[config.mk]
export PLATFORM = sky130hd
export DESIGN_NAME = sdr_rd_sched
export DESIGN_NICKNAME = d
export VERILOG_FILES = /design/src/rtl/sdr_rt_pkg.sv /design/src/rtl/sdr_rt_fsm.sv /design/src/rtl/sdr_rt_cmd_reg.sv /design/src/rtl/sdr_rt_rdv_pipe.sv /design/src/rtl/sdr_rd_sched.sv
export SDC_FILE = /design/constraint.sdc
export NUM_CORES = 1
export LEC_CHECK = 0
export BUFFER_PORTS_ARGS = -buffer_cell sky130_fd_sc_hd__buf_4
export CAP_MARGIN = 10
export CORE_MARGIN = 2
export CORE_UTILIZATION = 30
export DETAILED_ROUTE_END_ITERATION = 8
export HOLD_SLACK_MARGIN = 0.02
export PLACE_DENSITY = 0.53
export SETUP_SLACK_MARGIN = 0.1
export SYNTH_ARGS = -nofsm -noshare
export SYNTH_HDL_FRONTEND = slang
export SYNTH_SLANG_ARGS = --single-unit
export TNS_END_PERCENT = 1
[constraint.sdc]
create_clock -name clk -period 3.4 [get_ports clk]
set_input_delay 0.34 -clock clk [delete_from_list [all_inputs] [get_ports clk]]
set_output_delay 0.34 -clock clk [all_outputs]
set_load 0.01 [all_outputs]
[src/rtl/sdr_rt_pkg.sv]
// Shared types for the read-transition scheduler: request kinds,
// internal command ops, controller states and the pin encoding.
package sdr_rt_pkg;

    typedef enum logic [1:0] {
        K_READ   = 2'd0,
        K_WRITE  = 2'd1,
        K_PRE    = 2'd2,
        K_PREALL = 2'd3
    } req_kind_e;

    typedef enum logic [2:0] {
        OP_NOP,
        OP_READ,
        OP_WRITE,
        OP_PRE,
        OP_PREALL
    } op_e;

    typedef enum logic [1:0] {
        ST_IDLE,
        ST_BURST,
        ST_WTURN
    } state_e;

    // Returns {cs_n, ras_n, cas_n, we_n} for an op (active-low truth table).
    function automatic logic [3:0] op_pins(op_e op);
        case (op)
            OP_READ:   return 4'b0101;
            OP_WRITE:  return 4'b0100;
            OP_PRE:    return 4'b0010;
            OP_PREALL: return 4'b0010;
            default:   return 4'b0111;
        endcase
    endfunction

endpackage

[src/rtl/sdr_rt_fsm.sv]
// Scheduling controller. Decides, each cycle, which op (if any) goes out
// and whether the waiting request is taken. One countdown serves three
// roles: columns left in a read burst, cycles left before a write that
// ends a burst, and drain cycles left after a burst was closed.
// Assumes: full-page read bursts, single-location writes, rows already
// open, CL >= 2, requester holds a request stable until it is taken.
module sdr_rt_fsm
    import sdr_rt_pkg::*;
#(
    parameter int CL       = 3,
    parameter int BANK_W   = 2,
    parameter int LEN_W    = 4,
    parameter int DQM_LEAD = 3
) (
    input  logic              clk,
    input  logic              rst_n,
    input  logic              req_valid,
    input  logic [1:0]        req_kind,
    input  logic [BANK_W-1:0] req_bank,
    input  logic [LEN_W-1:0]  req_len,
    output logic              req_ready,
    output op_e               op,
    output logic [BANK_W-1:0] op_bank,
    output logic              dqm_next,
    output logic              col_push
);

    localparam int CL_W  = $clog2(CL + 1);
    localparam int CNT_W = (LEN_W > CL_W) ? LEN_W : CL_W;
    localparam logic [CNT_W-1:0] CNT_CL   = CNT_W'(CL);
    localparam logic [CNT_W-1:0] CNT_LEAD = CNT_W'(DQM_LEAD);
    localparam logic [CNT_W-1:0] CNT_ONE  = CNT_W'(1);
    localparam logic             LEAD_AT_END = ((CL + 1) <= DQM_LEAD);

    state_e             st_q, st_n;
    logic [CNT_W-1:0]   rem_q, rem_n;
    logic [BANK_W-1:0]  bank_q, bank_n;
    logic [CNT_W-1:0]   len_m1;
    logic               k_rd, k_wr, k_pre, k_all;

    // Decode the request kind and the reload value for a read burst.
    always_comb begin
        k_rd   = req_valid && (req_kind == K_READ);
        k_wr   = req_valid && (req_kind == K_WRITE);
        k_pre  = req_valid && (req_kind == K_PRE);
        k_all  = req_valid && (req_kind == K_PREALL);
        len_m1 = (req_len == '0) ? '0 : CNT_W'(req_len - LEN_W'(1));
    end

    // Next-state, op selection and handshake for the current cycle.
    always_comb begin
        st_n      = st_q;
        rem_n     = rem_q;
        bank_n    = bank_q;
        op        = OP_NOP;
        op_bank   = req_bank;
        req_ready = 1'b0;
        dqm_next  = 1'b0;
        col_push  = 1'b0;
        case (st_q)
            ST_IDLE: begin
                rem_n = (rem_q != '0) ? rem_q - CNT_ONE : '0;
                if (k_rd) begin
                    op        = OP_READ;
                    req_ready = 1'b1;
                    col_push  = 1'b1;
                    st_n      = ST_BURST;
                    rem_n     = len_m1;
                    bank_n    = req_bank;
                end else if (k_wr && (rem_q == '0)) begin
                    op        = OP_WRITE;
                    req_ready = 1'b1;
                end else if (k_pre) begin
                    op        = OP_PRE;
                    req_ready = 1'b1;
                end else if (k_all) begin
                    op        = OP_PREALL;
                    req_ready = 1'b1;
                end
            end
            ST_BURST: begin
                if (rem_q != '0) begin
                    rem_n    = rem_q - CNT_ONE;
                    col_push = 1'b1;
                end else if (k_rd) begin
                    op        = OP_READ;
                    req_ready = 1'b1;
                    col_push  = 1'b1;
                    rem_n     = len_m1;
                    bank_n    = req_bank;
                end else if (k_wr) begin
                    st_n     = ST_WTURN;
                    rem_n    = CNT_CL;
                    dqm_next = LEAD_AT_END;
                end else if (k_all || (k_pre && (req_bank == bank_q))) begin
                    op        = k_all ? OP_PREALL : OP_PRE;
                    req_ready = 1'b1;
                    st_n      = ST_IDLE;
                    rem_n     = CNT_CL;
                end else begin
                    op      = OP_PRE;
                    op_bank = bank_q;
                    st_n    = ST_IDLE;
                    rem_n   = CNT_CL;
                end
            end
            ST_WTURN: begin
                if (rem_q != '0) begin
                    rem_n    = rem_q - CNT_ONE;
                    dqm_next = (rem_q <= CNT_LEAD);
                end else if (k_wr) begin
                    op        = OP_WRITE;
                    req_ready = 1'b1;
                    st_n      = ST_IDLE;
                end else begin
                    op      = OP_PRE;
                    op_bank = bank_q;
                    st_n    = ST_IDLE;
                    rem_n   = CNT_CL;
                end
            end
            default: st_n = ST_IDLE;
        endcase
    end

    // State, countdown and burst-bank registers.
    always_ff @(posedge clk) begin
        if (!rst_n) begin
            st_q   <= ST_IDLE;
            rem_q  <= '0;
            bank_q <= '0;
        end else begin
            st_q   <= st_n;
            rem_q  <= rem_n;
            bank_q <= bank_n;
        end
    end

endmodule

[src/rtl/sdr_rt_cmd_reg.sv]
// Output stage. Registers the chosen op onto the command pins together
// with bank, address, data mask and write data, so every pin changes on
// the same edge. Assumes COL_W <= AP_BIT so the column never reaches the
// auto-precharge / all-banks address bit.
module sdr_rt_cmd_reg
    import sdr_rt_pkg::*;
#(
    parameter int BANK_W = 2,
    parameter int COL_W  = 9,
    parameter int ADDR_W = 13,
    parameter int DATA_W = 16,
    parameter int AP_BIT = 10
) (
    input  logic              clk,
    input  logic              rst_n,
    input  op_e               op,
    input  logic [BANK_W-1:0] op_bank,
    input  logic [COL_W-1:0]  op_col,
    input  logic [DATA_W-1:0] op_wdata,
    input  logic              dqm_next,
    output logic              cs_n,
    output logic              ras_n,
    output logic              cas_n,
    output logic              we_n,
    output logic [BANK_W-1:0] ba,
    output logic [ADDR_W-1:0] addr,
    output logic              dqm,
    output logic [DATA_W-1:0] dq_out,
    output logic              dq_oe
);

    logic [ADDR_W-1:0] addr_n;

    // Address for the op: column for column commands, bit AP_BIT for all-banks.
    always_comb begin
        addr_n = '0;
        if (op == OP_READ || op == OP_WRITE) begin
            addr_n = ADDR_W'(op_col);
        end else if (op == OP_PREALL) begin
            addr_n[AP_BIT] = 1'b1;
        end
    end

    // Register every bus pin; reset leaves a NOP on the bus.
    always_ff @(posedge clk) begin
        if (!rst_n) begin
            {cs_n, ras_n, cas_n, we_n} <= 4'b0111;
            ba     <= '0;
            addr   <= '0;
            dqm    <= 1'b0;
            dq_out <= '0;
            dq_oe  <= 1'b0;
        end else begin
            {cs_n, ras_n, cas_n, we_n} <= op_pins(op);
            ba     <= (op == OP_NOP) ? '0 : op_bank;
            addr   <= addr_n;
            dqm    <= dqm_next;
            dq_out <= (op == OP_WRITE) ? op_wdata : '0;
            dq_oe  <= (op == OP_WRITE);
        end
    end

endmodule

[src/rtl/sdr_rt_rdv_pipe.sv]
// Read-valid delay line. A one enters for every wanted column as it is
// decided and leaves DEPTH cycles later, which is one cycle of command
// register plus the CAS latency. Assumes DEPTH >= 2.
module sdr_rt_rdv_pipe #(
    parameter int DEPTH = 4
) (
    input  logic clk,
    input  logic rst_n,
    input  logic push,
    output logic rdv
);

    logic [DEPTH-1:0] sr_q;

    // First stage takes the push flag.
    always_ff @(posedge clk) begin
        if (!rst_n) sr_q[0] <= 1'b0;
        else        sr_q[0] <= push;
    end

    for (genvar g = 1; g < DEPTH; g++) begin : g_stage
        // Each later stage copies its predecessor.
        always_ff @(posedge clk) begin
            if (!rst_n) sr_q[g] <= 1'b0;
            else        sr_q[g] <= sr_q[g-1];
        end
    end

    assign rdv = sr_q[DEPTH-1];

endmodule

[src/rtl/sdr_rd_sched.sv]
// Top of the read-transition scheduler. Joins the controller, the output
// register stage and the read-valid delay line. Every command appears on
// the bus one cycle after its request is taken.
// Assumes: CL is 2 or 3, banks already hold open rows.
module sdr_rd_sched #(
    parameter int CL     = 3,
    parameter int BANK_W = 2,
    parameter int COL_W  = 9,
    parameter int ADDR_W = 13,
    parameter int LEN_W  = 4,
    parameter int DATA_W = 16
) (
    input  logic              clk,
    input  logic              rst_n,
    input  logic              req_valid,
    output logic              req_ready,
    input  logic [1:0]        req_kind,
    input  logic [BANK_W-1:0] req_bank,
    input  logic [COL_W-1:0]  req_col,
    input  logic [LEN_W-1:0]  req_len,
    input  logic [DATA_W-1:0] req_wdata,
    output logic              sd_cs_n,
    output logic              sd_ras_n,
    output logic              sd_cas_n,
    output logic              sd_we_n,
    output logic [BANK_W-1:0] sd_ba,
    output logic [ADDR_W-1:0] sd_addr,
    output logic              sd_dqm,
    output logic [DATA_W-1:0] sd_dq_out,
    output logic              sd_dq_oe,
    output logic              rd_valid
);

    localparam int AP_BIT    = 10;
    localparam int DQM_LEAD  = 3;
    localparam int RDV_DEPTH = CL + 1;

    sdr_rt_pkg::op_e    op;
    logic [BANK_W-1:0]  op_bank;
    logic               dqm_next;
    logic               col_push;

    sdr_rt_fsm #(
        .CL(CL), .BANK_W(BANK_W), .LEN_W(LEN_W), .DQM_LEAD(DQM_LEAD)
    ) u_fsm (
        .clk(clk), .rst_n(rst_n),
        .req_valid(req_valid), .req_kind(req_kind),
        .req_bank(req_bank), .req_len(req_len),
        .req_ready(req_ready), .op(op), .op_bank(op_bank),
        .dqm_next(dqm_next), .col_push(col_push)
    );

    sdr_rt_cmd_reg #(
        .BANK_W(BANK_W), .COL_W(COL_W), .ADDR_W(ADDR_W),
        .DATA_W(DATA_W), .AP_BIT(AP_BIT)
    ) u_cmd (
        .clk(clk), .rst_n(rst_n),
        .op(op), .op_bank(op_bank), .op_col(req_col),
        .op_wdata(req_wdata), .dqm_next(dqm_next),
        .cs_n(sd_cs_n), .ras_n(sd_ras_n), .cas_n(sd_cas_n), .we_n(sd_we_n),
        .ba(sd_ba), .addr(sd_addr), .dqm(sd_dqm),
        .dq_out(sd_dq_out), .dq_oe(sd_dq_oe)
    );

    sdr_rt_rdv_pipe #(
        .DEPTH(RDV_DEPTH)
    ) u_rdv (
        .clk(clk), .rst_n(rst_n), .push(col_push), .rdv(rd_valid)
    );

endmodule

# [Yosys cells after proc, flatten, opt, wreduce, memory -nomap -nowiden]
# Index checks and enable logic that the tools add are counted.
[totals] inputBits=36 out_inout_bits=39 ram_bits=0 rom_bits=0 latch_bits=0 reg_bits=49 n_memories=0 elab_cells=115
[op_classes] addsub=2 mul=0 mux=52 bitwise_logic=1 reduce_logical=25 shift=0 n_lt_le_gt_ge=1 div_mod_pow=0 eq_ne=15
[ops] op="two-way mux 3 bit" count=10
[ops] op="two-way mux 4 bit" count=7
[ops] op="two-way mux 2 bit" count=13
[ops] op="case mux 3 bit (3 select lines)" count=2
[ops] op="two-way mux 1 bit" count=14
[ops] op="case mux 4 bit (3 select lines)" count=1
[ops] op="logical NOT 4 bit" count=2
[ops] op="case mux 2 bit (2 select lines)" count=2
[ops] op="AND reduction 2 bit" count=4
[ops] op="subtractor 4 x 1 -> 4 bit (second input constant)" count=2
[ops] op="equality test 2 bit (second input constant)" count=3
[ops] op="equality test 3 x 2 -> 1 bit (second input constant)" count=2
[ops] op="logical AND 1 bit" count=6
[ops] op="!= test 2 bit (second input constant)" count=3
[ops] op="case mux 2 bit (3 select lines)" count=1
[ops] op="OR reduction 2 bit" count=3
[ops] op="equality test 2 x 1 -> 1 bit (second input constant)" count=2
[ops] op="less-or-equal comparator 4 x 2 -> 1 bit (second input constant)" count=1
[ops] op="logical NOT 2 bit" count=2
[ops] op="AND reduction 4 bit" count=1
[ops] op="nonzero test 4 bit" count=1
[ops] op="equality test 3 x 1 -> 1 bit (second input constant)" count=1
[ops] op="equality test 3 bit (second input constant)" count=1
[ops] op="logical NOT 3 bit" count=1
[ops] op="other kinds (10)" count=11

# [Longest topological paths before layout]
# Gate-level depths: netlist (run 1).
[depth] depth_word=12 ltp_mapped=10 mapped_depth_nobuf=8

# [Cells and area by module]
# From an unflattened synthesis (run 1), not the netlist that was laid out.
[unflattened] hier_cells=210 area_unflattened_um2=2010.7
[by_module_without_submodules] module="sdr_rt_cmd_reg" area_each_um2=1011.0 n_inst=1 cells_per_inst=77
[by_module_without_submodules] module="sdr_rt_fsm" area_each_um2=894.6 n_inst=1 cells_per_inst=125
[by_module_without_submodules] module="sdr_rt_rdv_pipe" area_each_um2=105.1 n_inst=1 cells_per_inst=8

# [Worst setup path before layout (run 1)]
# No wires, ideal clock.
[synth_timing] path_kind="register to output" start="register u_fsm.rem_q[0]" end="output req_ready" n_path_buf=1 path_stages_with_launch=6 setup_slack_ps=1196 t_arrival_ps=1864 required_ps=3060 path_cell_list="dfxtp_1 inv_1 ha_1 or3b_1 buf_2 a2111oi_0"
[synth_via] elab_chain_len=5 elab_cells_between_ends=8 cone_classes="mux (5); reduce/logical (3)"
[synth_lines] element="from (decl)" line_no="sdr_rt_fsm.sv:36" text="logic [CNT_W-1:0] rem_q, rem_n;"
[synth_lines] element="from (signal assigned)" line_no="sdr_rt_fsm.sv:134" text="rem_q <= rem_n;"
[synth_lines] element="logical NOT 4 bit" line_no="sdr_rt_fsm.sv:70" text="end else if (k_wr && (rem_q == '0)) begin"
[synth_lines] element="logical AND 1 bit" line_no="sdr_rt_fsm.sv:70"
[synth_lines] element="two-way mux 1 bit" line_no="sdr_rt_fsm.sv:70"
[synth_lines] element="two-way mux 1 bit" line_no="sdr_rt_fsm.sv:63" text="if (k_rd) begin"
[synth_lines] element="case mux 1 bit (3 select lines) *" line_no="sdr_rt_fsm.sv:60" text="case (st_q)"
[synth_lines] element="to (decl)" line_no="sdr_rd_sched.sv:16" text="output logic req_ready,"
# Mark *: on every way between the ends. The rest lies on a longest branch, timed or not.

# [Final worst setup path (run 1)]
# Same ends and word-level chain as after synthesis.

==> impl_metrics.ini, run 1 <==
[outcome]
outcome = finished, violations left
failed_checks = design-rule violations

[global_route]
grt_max_degree = 18
grt_use_met3 = 0.03176
met1_usage = 0.1628
grt_overflow = 0
grt_usage = 0.1245
antenna_found_initial = 0
grt_pass1_vias = 1522
use_met2 = 0.1996
grt_pass1_wl_mm = 7.314
globalRoute.busiestLayer = met2

[power_and_ir_drop]
ir_drop_v = 0.0002108
power_density_mw_per_mm2 = 542.1
leakagePower_nw = 1.193

[sta]
final.min_clock_period_ns = 2.581
hold_viol = 0
finalSetupViolCount = 0
fin_hold_ws_ns = 0.2418
tightest_slew_ns = 0.5400
relSlewSlack = 0.6384
tns_ns = 0
fin_crit_sh = 0.7591
skew_ns = 0.002750
grt_setup_unrepaired = no
slew_violations = 0
max_freq_ghz = 0.3874

[clock_network]
clk_latency_ns = 0.29
tritoncts = yes
cts.sink_count = 45
cts_setup_buffers = 0
clockBufferDepth = 2
clk_pin_slew_ns = 0.08
cts_resized = 0
htree_num_levels = 2
cts-root-buf = clkbuf_8
ctsHoldBuffers = 0
cts_inserted_buffers = 5

[worst_setup_path]
endpoint_kind = primary output
crit_type = flip-flop to primary output
crit_chain = inv_1, ha_1, or3b_1, a2111oi_0, buf_4
start_kind = flip-flop
cp_slowest_stage_delay_ns = 0.54
path_max_fanout = 12
arrival_ns = 2.24
cpMaxStageDelayCell = or3b_1
cp.required_ns = 3.06

[layout]
mostFrequentLayoutCell = buf_4
diodes = 0
stdcell_count = 360
area_growth_pct = 32.90
drive_above_1_share = 0.3004
nets = 325
final_cell_mix = buf_4 (70), dfxtp_1 (45), and2_1 (20), nand2_1 (17), a21boi_1 (11)

[die]
rows = 29
io_pins = 75
initial_core_util = 0.3127
fp.dieH_um = 85.82
die_area_mm2 = 0.007364
die_w_um = 85.82
coreArea_mm2 = 0.006422

[logic_synthesis]
syn_area_per_cell_um2 = 9.297
synth_ff_type = dfxtp_1
async_reset_ff_frac = 0
yosys_warnings = 0
synth-edff-count = 0
synth.cell_area_mm2 = 0.002008
ys_seq_elements = 45
ys_seq_area_frac = 0.4486
synth.lib_cells_used.distinct = 51
synth_cells = 216

[routing]
via_count = 1733
drt.antenna.violating_nets = 0
drtPass1Iterations = 8
drtIter0Drc = 63
via_per_inst = 4.814
drc = 6
detail_route.wl_per_cell_um = 12.63
wirelength_mm = 4.547

[placement]
dpl.hpwl_mm = 3.424
routabilityCongestion = 0.7965
io_buffers = 70
place_inst = 352

[flow_run]
cap_violations = 0

[hold_path]
hold_class = primary input to flip-flop
## state kept, by name, summed over array words and instances, names as in the netlist, 2 cells and up
name / cells
u_rdv.sr_q: 3
u_cmd.dq_out: 16
u_cmd.ba: 2
u_cmd.addr: 10
u_fsm.bank_q: 2
u_fsm.rem_q: 4
u_fsm.st_q: 2
## worst paths after layout
path                                     from                          to  slack [ns]  cells after the start
hold / removal                   req_wdata[1]  u_cmd.dq_out[1]$_SDFF_PN0_        0.24                      2
setup reg to reg  u_fsm.rem_q[0]$_SDFFE_PN0P_  u_cmd.dq_out[0]$_SDFF_PN0_        1.23                      7
hold reg to reg      u_rdv.sr_q[2]$_SDFF_PN0_        u_rdv.rdv$_SDFF_PN0_        0.44                      1
setup / recovery  u_fsm.rem_q[0]$_SDFFE_PN0P_                   req_ready        0.82                      5
## area by class of cell
type                            instances  area (um2)
Multi-Input combinational cell        151       998.5
Clock inverter                          2       38.79
Tap cell                               77       96.34
Inverter                                9       36.28
Fill cell                             656        3754
Clock buffer                            6       72.57
Timing Repair Buffer                   70       525.5
Sequential cell                        45       900.9
## report_power, final
part	switching [W]	total, W	leakage, nW	internal, W
Sequential	0.0000334	0.000611	0.366	0.000577
Clock	0.000179	0.000399	0.0554	0.000221
Combinational	0.000250	0.000437	0.772	0.000187
## worst max-delay path, delay by kind of cell, from the launching register on
kind            cells  cell delay, ns
buf+inv             2            0.31
fa+ha+maj           1            0.23
flops               1            0.35
simple gates        1            0.54
compound gates      1            0.51
## through the flow
stage	utilization	cell area [um2]	total power, W	setup slack (ns)
2_1_floorplan	-	2019	0.0009251	1.196
3_3_place_gp	0.3982	2557	0.001062	1.146
3_5_place_dp	0.3982	2557	0.001058	1.129
4_1_cts	0.4155	2669	0.001467	0.7864
5_1_grt	0.4155	2669	0.001553	0.6650
6_report	0.4155	2669	0.001447	0.8190
## cells in the mapped netlist (all sizes together), types with 3 or more instances
master  number  area share
dfxtp       45        0.45
and2        20       0.062
nand2       18       0.035
o21ai       14       0.037
a21boi      12       0.045
a21oi       10       0.025
buf         10       0.034
inv          9       0.018
nor2         9       0.017
ha           7       0.044
a31oi        5       0.016
nor2b        5       0.016
clkbuf       4      0.0075
nand2b       3      0.0093
nor3         3      0.0075
## logic make-up after synthesis
| logic type | count (synthesis) | synth area share |
|---|---|---|
| AO/OA/AOI/OAI | 61 | 0.2100 |
| XOR/XNOR | 2 | 0.008724 |
| adder cells (fa/ha/maj) | 7 | 0.04361 |
| buffers and inverters | 23 | 0.05982 |
| flip-flops | 45 | 0.4486 |
| multiplexers | 2 | 0.009969 |
| other | 1 | 0.001867 |
| AND/OR/NAND/NOR | 75 | 0.2174 |
## metal layers
layer  routed length, um  vias to the layer above
met5                   0                        -
met4                  66                        0
met3                 189                        6
met2                2221                       42
met1                2069                      796
li1                    -                      889
No activity file was read; power rests on OpenSTA's default activity.
==> run 2: changes to the inputs <==
- clock period: 3.4 -> 2.4 ns (I/O delays scaled with it)
==> run 2 against run 1 <==
  * The run still ends with design-rule violations left
  * Hold slack lost 0.11 ns
  * Highest routed layer unchanged
  * Largest cell class unchanged
  * Global-route usage up 0.52 points
  * Clock power rose by 47%
  * Sequential share of layout area down 1.2 points
==> impl_metrics.ini, run 2 (synthesis gave the netlist of run 1 again) <==
[die]
rows = 29
die_area_mm2 = 0.007364
coreArea_mm2 = 0.006422
io_pins = 75
die_w_um = 85.82
fp.dieH_um = 85.82
initial_core_util = 0.3127

[routing]
via_per_inst = 4.866
drtPass1Iterations = 6
drt.antenna.violating_nets = 0
detail_route.wl_per_cell_um = 13.02
drc = 7
via_count = 1776
wirelength_mm = 4.753
drtIter0Drc = 91

[placement]
io_buffers = 70
placed_area_mm2 = 0.002572
dpl.hpwl_mm = 3.471
routabilityCongestion = 0.7794
place_inst = 354

[sta]
tightest_slew_ns = 0.5090
grt_setup_unrepaired = no
slew_violations = 0
fin_crit_sh = 0.9156
max_freq_ghz = 0.4551
final.min_clock_period_ns = 2.197
skew_ns = 0.006489
finalSetupViolCount = 0
tns_ns = 0
relSlewSlack = 0.6586
hold_viol = 0

[layout]
reg_top3 = u_cmd.dq_out (16), u_cmd.addr (10), u_fsm.rem_q (4)
diodes = 0
nets = 330
largest_reg_flops = 16
mostFrequentLayoutCell = buf_4
top_register = u_cmd.dq_out
area_growth_pct = 37.88
stdcell_area_mm2 = 0.002769
drive_above_1_share = 0.3333
final_cell_mix = buf_4 (75), dfxtp_1 (45), and2_1 (20), nand2_1 (17), a21boi_1 (11)
stdcell_count = 365

[global_route]
grt_pass1_wl_mm = 7.486
grt_usage = 0.1297
grt_overflow = 0
antenna_found_initial = 0
grt_max_degree = 18
grt_pass1_vias = 1596

[outcome]
failed_checks = design-rule violations
outcome = finished, violations left

[clock_network]
ctsHoldBuffers = 0
clk_pin_slew_ns = 0.09
clockBufferDepth = 2
cts_inserted_buffers = 5
cts-root-buf = clkbuf_8
htree_num_levels = 2
clk_latency_ns = 0.30
cts.sink_count = 45
tritoncts = yes

[worst_setup_path]
start_kind = flip-flop
cp.required_ns = 2.16
r2r_slack_ns = 0.35
arrival_ns = 1.96
cpMaxStageDelayCell = or3b_4
crit_start = u_fsm.rem_q[0]$_SDFFE_PN0P_
cp_slowest_stage_delay_ns = 0.41
worstReg2RegStart = u_fsm.st_q[0]$_SDFFE_PN0P_
endpoint_kind = primary output
reg2reg_to = u_fsm.rem_q[2]$_SDFFE_PN0P_
crit_type = flip-flop to primary output
crit_chain = inv_1, ha_4, or3b_4, a2111oi_2, buf_4
cp.depth = 5
path_buf_inv = 2
critPathTopFamily = simple AND/OR/NAND/NOR gates
r2r_cells = 6
path_max_fanout = 5
crit_path_end = req_ready

[flow_run]
cap_violations = 0

[hold_path]
hold_class = primary input to flip-flop

[power_and_ir_drop]
total_power_w = 0.002199
leakagePower_nw = 1.222
ir_drop_v = 0.0002572
power_density_mw_per_mm2 = 794.2
-- run 2: power breakdown --
group / internal [W] / switching [W] / leakage, nW
clock: 0.000313 / 0.000272 / 0.0554
combinational: 0.000351 / 0.000392 / 0.800
sequential: 0.000817 / 0.0000536 / 0.366
-- run 2: how the worst min path moves through the flow --
stage	start	end	slack (ns)	cells after the start
after CTS	req_wdata[8]	u_cmd.dq_out[8]$_SDFF_PN0_	0.13	2
after global placement	u_rdv.sr_q[1]$_SDFF_PN0_	u_rdv.sr_q[2]$_SDFF_PN0_	0.42	1
after global routing	req_wdata[6]	u_cmd.dq_out[6]$_SDFF_PN0_	0.11	2
final	req_wdata[6]	u_cmd.dq_out[6]$_SDFF_PN0_	0.13	2
after floorplan	req_wdata[0]	u_cmd.dq_out[0]$_SDFF_PN0_	0.36	1
after detailed placement	u_rdv.sr_q[0]$_SDFF_PN0_	u_rdv.sr_q[1]$_SDFF_PN0_	0.42	1
-- run 2: cell type report --
cell class	count	area (um2)
inverter	9	36.28
tap	77	96.34
multi-input combinational	151	1061
fill	652	3654
sequential	45	900.9
clock inverter	2	38.79
clock buffer	6	72.57
timing repair buffer	75	563.0
-- run 2: what timing repair did --
action | 4_1_cts | 5_1_grt
gates resized for setup | 4 | 6
endpoints found under the setup margin | 1 | 1
cloned | 0 | 0
pin swaps | 0 | 0
buffers inserted | 0 | 3
-- run 2: routing by layer --
layer / vias to the layer above / wire length [um] / GRT usage
li1: 890 / - / -
met1: 823 / 2070 / 0.1610
met2: 53 / 2286 / 0.2102
met3: 10 / 307 / 0.04524
met4: 0 / 87 / 0.04329
met5: - / 0 / 0
-- run 2: through the flow --
| step | setup WS (ns) | util | hold WS (ns) |
|---|---|---|---|
| after floorplan | 0.2961 | - | 0.3617 |
| after global placement | 0.3123 | 0.4005 | 0.4164 |
| after detailed placement | 0.2712 | 0.4005 | 0.4181 |
| after CTS | 0.1077 | 0.4196 | 0.1263 |
| after global routing | 0.1093 | 0.4311 | 0.1099 |
| final | 0.2026 | 0.4311 | 0.1328 |
